## src/rtl/ga_seq_pkg.sv

```systemverilog
// Shared types of the genetic training sequencer.
package ga_seq_pkg;
    // Sequencer phases: idle, present, await result, rank, judge, await offspring
    typedef enum logic [2:0] {
        ST_IDLE   = 3'd0,
        ST_ISSUE  = 3'd1,
        ST_WAIT   = 3'd2,
        ST_SORT   = 3'd3,
        ST_DECIDE = 3'd4,
        ST_BREED  = 3'd5
    } seq_state_t;
endpackage

```

## src/rtl/ga_abs_err.sv

```systemverilog
// Absolute difference of two unsigned values.
// Assumes both operands share width W, so the result fits in W bits.
module ga_abs_err #(
    parameter int W = 7
) (
    input  logic [W-1:0] a,
    input  logic [W-1:0] b,
    output logic [W-1:0] d
);
    // Subtract the smaller operand from the larger one
    always_comb begin
        if (a >= b) d = a - b;
        else        d = b - a;
    end
endmodule

```

## src/rtl/ga_pop_store.sv

```systemverilog
// Population store: NCHROM rows of CBITS bits, replaced as a whole on ld_en.
// Assumes the loader presents all rows at once on a flat bus.
module ga_pop_store #(
    parameter int NCHROM = 6,
    parameter int CBITS  = 24,
    localparam int POPB  = NCHROM * CBITS
) (
    input  logic            clk,
    input  logic            rst_n,
    input  logic            ld_en,
    input  logic [POPB-1:0] ld_bus,
    output logic [POPB-1:0] pop_bus
);
    logic [CBITS-1:0] row_q [NCHROM];

    // Load every row in parallel
    always_ff @(posedge clk) begin
        if (!rst_n) begin
            for (int k = 0; k < NCHROM; k++) row_q[k] <= '0;
        end else if (ld_en) begin
            for (int k = 0; k < NCHROM; k++) row_q[k] <= ld_bus[k*CBITS +: CBITS];
        end
    end

    for (genvar k = 0; k < NCHROM; k++) begin : g_flat
        assign pop_bus[k*CBITS +: CBITS] = row_q[k];
    end
endmodule

```

## src/rtl/ga_rank_sort.sv

```systemverilog
// Sequential insertion sort of (error, index) pairs, one insertion per cycle.
// A new pair goes in front of the first stored pair with a strictly larger error,
// so ties keep arrival order. Assumes pairs arrive in ascending index order and
// at most N insertions follow each clr.
module ga_rank_sort #(
    parameter int N  = 6,
    parameter int EW = 7,
    parameter int IW = 3,
    localparam int CW = $clog2(N + 1)
) (
    input  logic          clk,
    input  logic          rst_n,
    input  logic          clr,
    input  logic          ins,
    input  logic [EW-1:0] ins_err,
    input  logic [IW-1:0] ins_idx,
    output logic [N*IW-1:0] rank_idx,
    output logic [N*EW-1:0] rank_err
);
    logic [EW-1:0] err_q  [N];
    logic [IW-1:0] idx_q  [N];
    logic [EW-1:0] err_nx [N];
    logic [IW-1:0] idx_nx [N];
    logic [CW-1:0] cnt_q;
    logic [CW-1:0] ins_pos;

    // Locate the slot the new pair takes
    always_comb begin
        ins_pos = cnt_q;
        for (int s = N - 1; s >= 0; s--) begin
            if (CW'(s) < cnt_q && err_q[s] > ins_err) ins_pos = CW'(s);
        end
    end

    // Build the shifted list with the new pair in place
    always_comb begin
        for (int s = 0; s < N; s++) begin
            err_nx[s] = err_q[s];
            idx_nx[s] = idx_q[s];
            if (CW'(s) == ins_pos) begin
                err_nx[s] = ins_err;
                idx_nx[s] = ins_idx;
            end else if (s > 0 && CW'(s) > ins_pos) begin
                err_nx[s] = err_q[s-1];
                idx_nx[s] = idx_q[s-1];
            end
        end
    end

    // Commit an insertion and track the fill level
    always_ff @(posedge clk) begin
        if (!rst_n) begin
            cnt_q <= '0;
            for (int s = 0; s < N; s++) begin
                err_q[s] <= '0;
                idx_q[s] <= '0;
            end
        end else if (clr) begin
            cnt_q <= '0;
        end else if (ins && cnt_q < CW'(N)) begin
            cnt_q <= cnt_q + 1'b1;
            for (int s = 0; s < N; s++) begin
                err_q[s] <= err_nx[s];
                idx_q[s] <= idx_nx[s];
            end
        end
    end

    for (genvar s = 0; s < N; s++) begin : g_out
        assign rank_idx[s*IW +: IW] = idx_q[s];
        assign rank_err[s*EW +: EW] = err_q[s];
    end
endmodule

```

## src/rtl/ga_train_seq.sv

```systemverilog
// Generation sequencer of a hardware genetic algorithm.
// Presents each chromosome to an external evaluator, scores it by absolute error
// against the target, ranks the generation, then stops on success or on the
// generation limit, or requests offspring from the ranked parents.
// Assumes eval_done arrives only in reply to eval_start, and breed_done only
// while breed_req is high.
module ga_train_seq
    import ga_seq_pkg::*;
#(
    parameter int NCHROM  = 6,
    parameter int NWEIGHT = 3,
    parameter int WBITS   = 8,
    parameter int OBITS   = 7,
    parameter int GBITS   = 8,
    parameter int NPAR    = 4,
    localparam int CBITS  = NWEIGHT * WBITS,
    localparam int POPB   = NCHROM * CBITS,
    localparam int IW     = $clog2(NCHROM)
) (
    input  logic                  clk,
    input  logic                  rst_n,
    input  logic                  go,
    input  logic [POPB-1:0]       seed_pop,
    input  logic [OBITS-1:0]      target,
    input  logic [OBITS-1:0]      tolerance,
    input  logic [GBITS-1:0]      max_gen,
    output logic                  eval_start,
    output logic [CBITS-1:0]      eval_weights,
    input  logic                  eval_done,
    input  logic [OBITS-1:0]      eval_out,
    output logic                  breed_req,
    output logic [NPAR*CBITS-1:0] parents,
    input  logic                  breed_done,
    input  logic [POPB-1:0]       breed_pop,
    output logic                  forming,
    output logic                  analysis,
    output logic                  finished,
    output logic                  failed,
    output logic [CBITS-1:0]      best_weights,
    output logic [OBITS-1:0]      best_err,
    output logic [GBITS-1:0]      gen_count
);
    seq_state_t        state_q;
    logic [IW-1:0]     cur_idx_q;
    logic [IW-1:0]     sort_cnt_q;
    logic [GBITS-1:0]  gen_q;
    logic [OBITS-1:0]  err_q [NCHROM];
    logic              fin_q, fail_q;
    logic [CBITS-1:0]  best_w_q;
    logic [OBITS-1:0]  best_e_q;

    logic [POPB-1:0]       pop_bus;
    logic [NCHROM*IW-1:0]  rank_idx;
    logic [NCHROM*OBITS-1:0] rank_err;
    logic [OBITS-1:0]  cur_err;
    logic              ld_en, last_done, sort_clr, sort_ins, hit, out_of_gens;
    logic [IW-1:0]     top_idx;
    logic [OBITS-1:0]  top_err;

    assign ld_en     = (state_q == ST_IDLE && go) || (state_q == ST_BREED && breed_done);
    assign last_done = (state_q == ST_WAIT) && eval_done && (cur_idx_q == IW'(NCHROM - 1));
    assign sort_clr  = last_done;
    assign sort_ins  = (state_q == ST_SORT);
    assign top_idx   = rank_idx[IW-1:0];
    assign top_err   = rank_err[OBITS-1:0];
    assign hit       = (top_err <= tolerance);
    assign out_of_gens = ({1'b0, gen_q} + 1'b1) >= {1'b0, max_gen};

    ga_pop_store #(.NCHROM(NCHROM), .CBITS(CBITS)) i_pop (
        .clk    (clk),
        .rst_n  (rst_n),
        .ld_en  (ld_en),
        .ld_bus ((state_q == ST_IDLE) ? seed_pop : breed_pop),
        .pop_bus(pop_bus)
    );

    ga_abs_err #(.W(OBITS)) i_err (
        .a(eval_out),
        .b(target),
        .d(cur_err)
    );

    ga_rank_sort #(.N(NCHROM), .EW(OBITS), .IW(IW)) i_sort (
        .clk     (clk),
        .rst_n   (rst_n),
        .clr     (sort_clr),
        .ins     (sort_ins),
        .ins_err (err_q[sort_cnt_q]),
        .ins_idx (sort_cnt_q),
        .rank_idx(rank_idx),
        .rank_err(rank_err)
    );

    // Capture each chromosome's error as its result returns
    always_ff @(posedge clk) begin
        if (!rst_n) begin
            for (int k = 0; k < NCHROM; k++) err_q[k] <= '0;
        end else if (state_q == ST_WAIT && eval_done) begin
            err_q[cur_idx_q] <= cur_err;
        end
    end

    // Phase control, generation counting and final result
    always_ff @(posedge clk) begin
        if (!rst_n) begin
            state_q    <= ST_IDLE;
            cur_idx_q  <= '0;
            sort_cnt_q <= '0;
            gen_q      <= '0;
            fin_q      <= 1'b0;
            fail_q     <= 1'b0;
            best_w_q   <= '0;
            best_e_q   <= '0;
        end else begin
            case (state_q)
                ST_IDLE: if (go) begin
                    fin_q     <= 1'b0;
                    fail_q    <= 1'b0;
                    gen_q     <= '0;
                    cur_idx_q <= '0;
                    state_q   <= ST_ISSUE;
                end
                ST_ISSUE: state_q <= ST_WAIT;
                ST_WAIT: if (eval_done) begin
                    if (cur_idx_q == IW'(NCHROM - 1)) begin
                        cur_idx_q  <= '0;
                        sort_cnt_q <= '0;
                        state_q    <= ST_SORT;
                    end else begin
                        cur_idx_q <= cur_idx_q + 1'b1;
                        state_q   <= ST_ISSUE;
                    end
                end
                ST_SORT: begin
                    sort_cnt_q <= sort_cnt_q + 1'b1;
                    if (sort_cnt_q == IW'(NCHROM - 1)) state_q <= ST_DECIDE;
                end
                ST_DECIDE: begin
                    if (hit || out_of_gens) begin
                        fin_q    <= 1'b1;
                        fail_q   <= !hit;
                        best_w_q <= pop_bus[top_idx*CBITS +: CBITS];
                        best_e_q <= top_err;
                        state_q  <= ST_IDLE;
                    end else begin
                        gen_q   <= gen_q + 1'b1;
                        state_q <= ST_BREED;
                    end
                end
                ST_BREED: if (breed_done) begin
                    cur_idx_q <= '0;
                    state_q   <= ST_ISSUE;
                end
                default: state_q <= ST_IDLE;
            endcase
        end
    end

    // Ranked parent selection for the offspring engine
    for (genvar r = 0; r < NPAR; r++) begin : g_par
        assign parents[r*CBITS +: CBITS] = pop_bus[rank_idx[r*IW +: IW]*CBITS +: CBITS];
    end

    assign eval_start   = (state_q == ST_ISSUE);
    assign eval_weights = pop_bus[cur_idx_q*CBITS +: CBITS];
    assign breed_req    = (state_q == ST_BREED);
    assign forming      = (state_q == ST_ISSUE) || (state_q == ST_WAIT);
    assign analysis     = (state_q == ST_SORT) || (state_q == ST_DECIDE);
    assign finished     = fin_q;
    assign failed       = fail_q;
    assign best_weights = best_w_q;
    assign best_err     = best_e_q;
    assign gen_count    = gen_q;
endmodule

```

## config.mk

```make
export PLATFORM = sky130hd
export DESIGN_NAME = ga_train_seq
export DESIGN_NICKNAME = d
export VERILOG_FILES = /design/src/rtl/ga_seq_pkg.sv /design/src/rtl/ga_abs_err.sv /design/src/rtl/ga_pop_store.sv /design/src/rtl/ga_rank_sort.sv /design/src/rtl/ga_train_seq.sv
export SDC_FILE = /design/constraint.sdc
export NUM_CORES = 1
export LEC_CHECK = 0
export BUFFER_PORTS_ARGS = -buffer_cell sky130_fd_sc_hd__buf_2
export CAP_MARGIN = 0
export CORE_ASPECT_RATIO = 1.5
export CORE_MARGIN = 3
export CORE_UTILIZATION = 35
export DETAILED_ROUTE_END_ITERATION = 10
export GPL_TIMING_DRIVEN = 0
export HOLD_SLACK_MARGIN = 0.12
export PLACE_DENSITY_LB_ADDON = 0.12
export SLEW_MARGIN = 20
export SYNTH_ARGS = -nofsm -noshare
export SYNTH_HDL_FRONTEND = slang
export SYNTH_HIERARCHICAL = 1
export SYNTH_SLANG_ARGS = --single-unit
```

## constraint.sdc

```tcl
create_clock -name clk -period 8.5 [get_ports clk]
set_clock_uncertainty 0.2 [all_clocks]
set_input_delay 1.275 -clock clk [delete_from_list [all_inputs] [get_ports clk]]
set_output_delay 1.275 -clock clk [all_outputs]
set_load 0.01 [all_outputs]
```

==> run metrics, run 1 <==
Worst-Skew Late Latency 560 ps; reg2reg path depth 12; Clock Path Buffers 3; Mapped Area 0.0221 mm²; vias per inst 5.71; total power 5.46 mW; Total Nets Final 2883; I/O Pins 487; 1st-iter DRT viols 1579; yosys warns 6; highest cell delay on the worst timing path 690 ps; R2R Path End i_sort/err_q[0][28]; row count 112; Setup Crit Path Kind reg -> reg; Hold Fails Final Rpt 0; Worst-path clk slew 70 ps; CP Cell Sequence clkbuf_1 > buf_2 > mux4_2 > mux2_2 > inv_1 > ha_1 > and4_1 > a21boi_1 > o311ai_1 > nand2_1 > and3_1 > o211ai_1; Worst-Margin Slew 1120 ps; fin crit period 5290 ps; critical path capture point type flop; initial antenna violation count 0; Inserted Diodes 0; Residual DRC 0; largest net degree at the start of global routing 60; WP data arrival 5260 ps; Chip Width 211 µm; # setup viols final 0; GPL Wtd Cong 0.952; DIE HEIGHT 314 µm; first-pass detailed-route iteration total 6; hold path cells 2; f_max 0.189 GHz; hold buffers post-CTS 0; RSZ-0062 raised after global routing false; # fillers 6131; syn_nets 2356; outcome complete, no violations; Critical Path Slowest Stage Cell o311ai_1; CP Launch Type flop; layout cell share with drive strength beyond 1 0.364; average size of a mapped cell 11.3 µm²; DP HPWL 77300 µm; root buf cell clkbuf_16; Peak VDD IR 0.117 mV; # H-tree levels 2; core area 0.0624 mm²; commonest non-fill, non-tap cells in the layout buf_2, edfxtp_1, mux2i_1; Initial Util 0.355; global-route wire length before repair 134000 µm; Routed wire per std cell 28.9 µm; Worst Hold Endpoint failed; max cap viols 0; vias in the first global route 19500; Pwr Density 204 mW/mm²; die area 0.0663 mm²; CTS tree done; Post-DRT Antenna Nets 0; commonest non-fill, non-tap cell in the layout buf_2; LEAKAGE 11.8 nW; Crit Path Max Fanout 10; worst min path class reg -> reg; Num CTS Buffers 35; total track usage 0.281; flop2flop setup slack 3210 ps; Sink Count 310; setup bufs post-CTS 0; final WL 95700 µm; CP required 8470 ps; relative slew slack 0.256; Layout area overhead 21.3%; post-cts sizing count 0; global route total overflow 0; IO Port Bufs 486; min-delay src failed; WHS 251 ps; Slew Limit Fails 0; Post-Syn Instances 1958; vias 18900; period utilization 0.622; setup TNS 0 ps
-- stage by stage --
step | std cells | area, µm² | setup WS, ps | utilization
finish | 3310 | 26800 | 3210 | 0.430
global route | 3310 | 26800 | 2910 | 0.430
CTS | 3310 | 26800 | 3130 | 0.430
detailed placement | 3246 | 25600 | 3220 | 0.411
global placement | 3242 | 25500 | -115 | 0.410
floorplan | 1958 | 22100 | 2400 | -
-- worst max path at each step --
stage	to	slack, ps
finish	i_sort/err_q[0][28]	3210
global route	i_sort/err_q[0][31]	2910
CTS	i_sort/err_q[0][31]	3130
detailed placement	i_sort/err_q[0][28]	3220
global placement	i_pop/row_q[0][15]	-110
floorplan	i_pop/row_q[0][0]	2400
-- worst max-delay path: cells and delay by family (launching register included) --
kind,cells,cell delay [ps]
flops,1,310
mux,2,890
simple gates,3,580
fa+ha+maj,1,320
compound gates,3,1470
buf+inv,3,1120
-- where the power goes --
part / internal [mW] / switching [mW]
registers: 1.85 / 0.289
logic: 0.792 / 0.967
clock network: 0.902 / 0.666
total: 3.54 / 1.92
-- routing by layer --
metal,routed length [µm],global-route usage,up-vias
li1,-,-,8430
met1,34300,0.310,9338
met2,50100,0.519,911
met3,4930,0.0344,220
met4,6400,0.156,0
met5,0,0,-
-- state kept, by name, summed over array words and instances, names as in the netlist, named ones only --
name and count:
gen_count 8, sort_cnt_q 3, cur_idx_q 3, i_pop/row_q 144
i_sort/idx_q 12, finished 1, failed 1, best_weights 24
i_sort/err_q 42, state_q 3, best_err 7, err_q 56
i_sort/cnt_q 3
-- cell type report --
cell class              instances  area (µm²)  area share
clock buffers                  48        1010      0.0376
well taps                     798         998      0.0372
clock inverters                16         154     0.00574
plain buffers                 162         743      0.0277
inverters                     189         709      0.0265
flip-flops and latches        310        8750       0.326
multi-input cells            1297       12000       0.446
repair buffers                490        2500      0.0933
Note: power is estimated with default switching activity, not from simulation.
==> run 2, diff against run 1 <==
==> constraint.sdc (replaced) <==
create_clock -name clk -period 4.9 [get_ports clk]
set_clock_uncertainty 0.2 [all_clocks]
set_input_delay 0.735 -clock clk [delete_from_list [all_inputs] [get_ports clk]]
set_output_delay 0.735 -clock clk [all_outputs]
set_load 0.01 [all_outputs]
==> run 2 against run 1 <==
Combinational power up 74%. Design area decreased by 0.18%. Via count is 0.32% higher. Sequential cell count is the same. Critical path type unchanged. Largest cell class unchanged.
==> run metrics, run 2 (synthesized netlist as in run 1, its figures left out) <==
outcome complete, no violations (unchanged); Worst-Skew Late Latency 560 ps (about the same); commonest non-fill, non-tap cells in the layout buf_2, edfxtp_1, mux2i_1 (unchanged); Routed wire per std cell 28.8 µm (was 28.9 µm); switch share 0.353 (was 0.352); Flop pwr share 0.397 (was 0.391); global-route wire length before repair 133000 µm (was 134000 µm); combinational share of power 0.327 (was 0.322); Worst-path clk slew 60 ps (was 70 ps); Pwr Density 349 mW/mm² (was 204 mW/mm²); # fillers 6093 (was 6131); f_max 0.215 GHz (was 0.189 GHz); Num CTS Buffers 34 (was 35); Seq. cell area 0.00875 mm² (about the same); layout cell share with drive strength beyond 1 0.367 (was 0.364); GPL Wtd Cong 0.976 (was 0.952); PnR worst setup slack 247 ps (was 3210 ps); worst min path class reg -> reg (unchanged); most flop-heavy register i_pop/row_q (unchanged); Int Power 6.03 mW (was 3.54 mW); Total Nets Final 2882 (was 2883); Post-DRT Antenna Nets 0 (unchanged); root buf cell clkbuf_16 (unchanged); Setup Crit Path Kind reg -> reg (unchanged); row count 112 (unchanged); 1st-iter DRT viols 1556 (was 1579); CP Launch Type flop (unchanged); Chip Width 211 µm (unchanged); RSZ-0062 raised after global routing false (unchanged); total track usage 0.278 (was 0.281); global route total overflow 0 (unchanged); WP data arrival 4730 ps (was 5260 ps); Slew Limit Fails 0 (unchanged); # H-tree levels 2 (unchanged); die area 0.0663 mm² (unchanged); largest net degree at the start of global routing 61 (was 60); IO Port Bufs 486 (unchanged); DIE HEIGHT 314 µm (unchanged); # setup viols final 0 (unchanged); Initial Util 0.355 (unchanged); fin crit period 4650 ps (was 5290 ps); Final Cell Area 0.0268 mm² (about the same); commonest non-fill, non-tap cell in the layout buf_2 (unchanged); clock share of power 0.275 (was 0.287); Layout area overhead 21.0% (was 21.3%); biggest regs i_pop/row_q: 144 flops, err_q: 56 flops, i_sort/err_q: 42 flops (unchanged); initial antenna violation count 2 (was 0); Inserted Diodes 0 (unchanged); first-pass detailed-route iteration total 5 (was 6); vias in the first global route 19500 (about the same); Hold Fails Final Rpt 0 (unchanged); core area 0.0624 mm² (unchanged); critical path capture point type flop (unchanged); vias per inst 5.73 (was 5.71); worst slack, placed -391 ps (was 3220 ps); final WL 95100 µm (was 95700 µm); DP HPWL 76400 µm (was 77300 µm); max reg flops 144 (unchanged); Residual DRC 0 (unchanged); Worst-Margin Slew 1080 ps (was 1120 ps); setup TNS 0 ps (unchanged); Sink Count 310 (unchanged); LEAKAGE 11.7 nW (was 11.8 nW); NetSw 3.30 mW (was 1.92 mW); Post-DP Area 0.0256 mm² (about the same); I/O Pins 487 (unchanged); period utilization 0.950 (was 0.622); CP required 4980 ps (was 8470 ps); hold buffers post-CTS 0 (unchanged); Multi-input gate area 0.0120 mm² (about the same); CTS tree done (unchanged); relative slew slack 0.279 (was 0.256); Crit Path Max Fanout 10 (unchanged); vias 19000 (was 18900); Clock Path Buffers 3 (unchanged); Peak VDD IR 0.197 mV (was 0.117 mV); max cap viols 0 (unchanged)
[run 2: changes by cell type in the layout (fill, tap and decap cells not counted), sizes merged]
cell | previous run | this run
clkinvlp | 0 | 2
buf | 553 | 554
inv | 192 | 191
clkbuf | 147 | 142
[run 2: what timing repair did]
| action | 4_1_cts | 5_1_grt |
|---|---|---|
| pin swaps | 1 | 0 |
| buffers inserted | 1 | 0 |
| resized for setup | 5 | 4 |
| setup endpoints to repair | 88 | 46 |
| gates cloned | 0 | 0 |
[run 2: area by class of cell]
| cell class | count | share of cell area |
|---|---|---|
| repair buffers | 491 | 0.0937 |
| clock buffers | 44 | 0.0346 |
| well taps | 798 | 0.0373 |
| clock inverters | 17 | 0.00589 |
| inverters | 189 | 0.0265 |
| multi-input cells | 1297 | 0.447 |
| flip-flops and latches | 310 | 0.327 |
| plain buffers | 161 | 0.0278 |
[run 2: path summary, 6_finish.rpt]
| check | startpoint | endpoint | slack (ps) | cells past startpoint |
|---|---|---|---|---|
| worst max-delay path | flop | i_sort/err_q[0][38] | 250 | 12 |
| worst min register to register | best_weights[4] | best_weights[4] | 250 | 2 |
| worst max register to register | flop | i_sort/err_q[0][38] | 250 | 12 |
| worst min-delay path | best_weights[4] | best_weights[4] | 250 | 2 |
[run 2: per-layer routing]
layer | global-route usage | routed length [µm]
met2 | 0.508 | 49400
met1 | 0.308 | 33700
met5 | 0 | 13
met3 | 0.0345 | 5420
met4 | 0.163 | 6590
[run 2: through the flow]
stage / hold slack (ps) / power [mW] / util / std cells
floorplan: 279 / 5.36 / - / 1958
global placement: 242 / 6.72 / 0.410 / 3242
detailed placement: 247 / 6.77 / 0.411 / 3246
CTS: 255 / 9.37 / 0.429 / 3307
global route: 281 / 9.67 / 0.429 / 3307
finish: 255 / 9.33 / 0.429 / 3307
[run 2: power by group through the flow]
stage	clock network, mW	registers [mW]	logic, mW
5_1_grt	2.73	3.70	3.24
4_1_cts	2.64	3.68	3.05
3_3_place_gp	0	3.74	2.99
6_report	2.57	3.71	3.06
2_1_floorplan	0	3.46	1.90
3_5_place_dp	0	3.73	3.04
[run 2: worst max-delay path, cell delays in order, from the launching register on]
cell,delay (ps)
dfxtp_2,430
buf_4,280
mux4_2,550
mux2_2,340
inv_1,310
ha_1,320
and4_1,210
a41oi_1,310
o21ai_1,190
a311oi_4,450
or4b_1,490
buf_6,160
mux2i_1,120
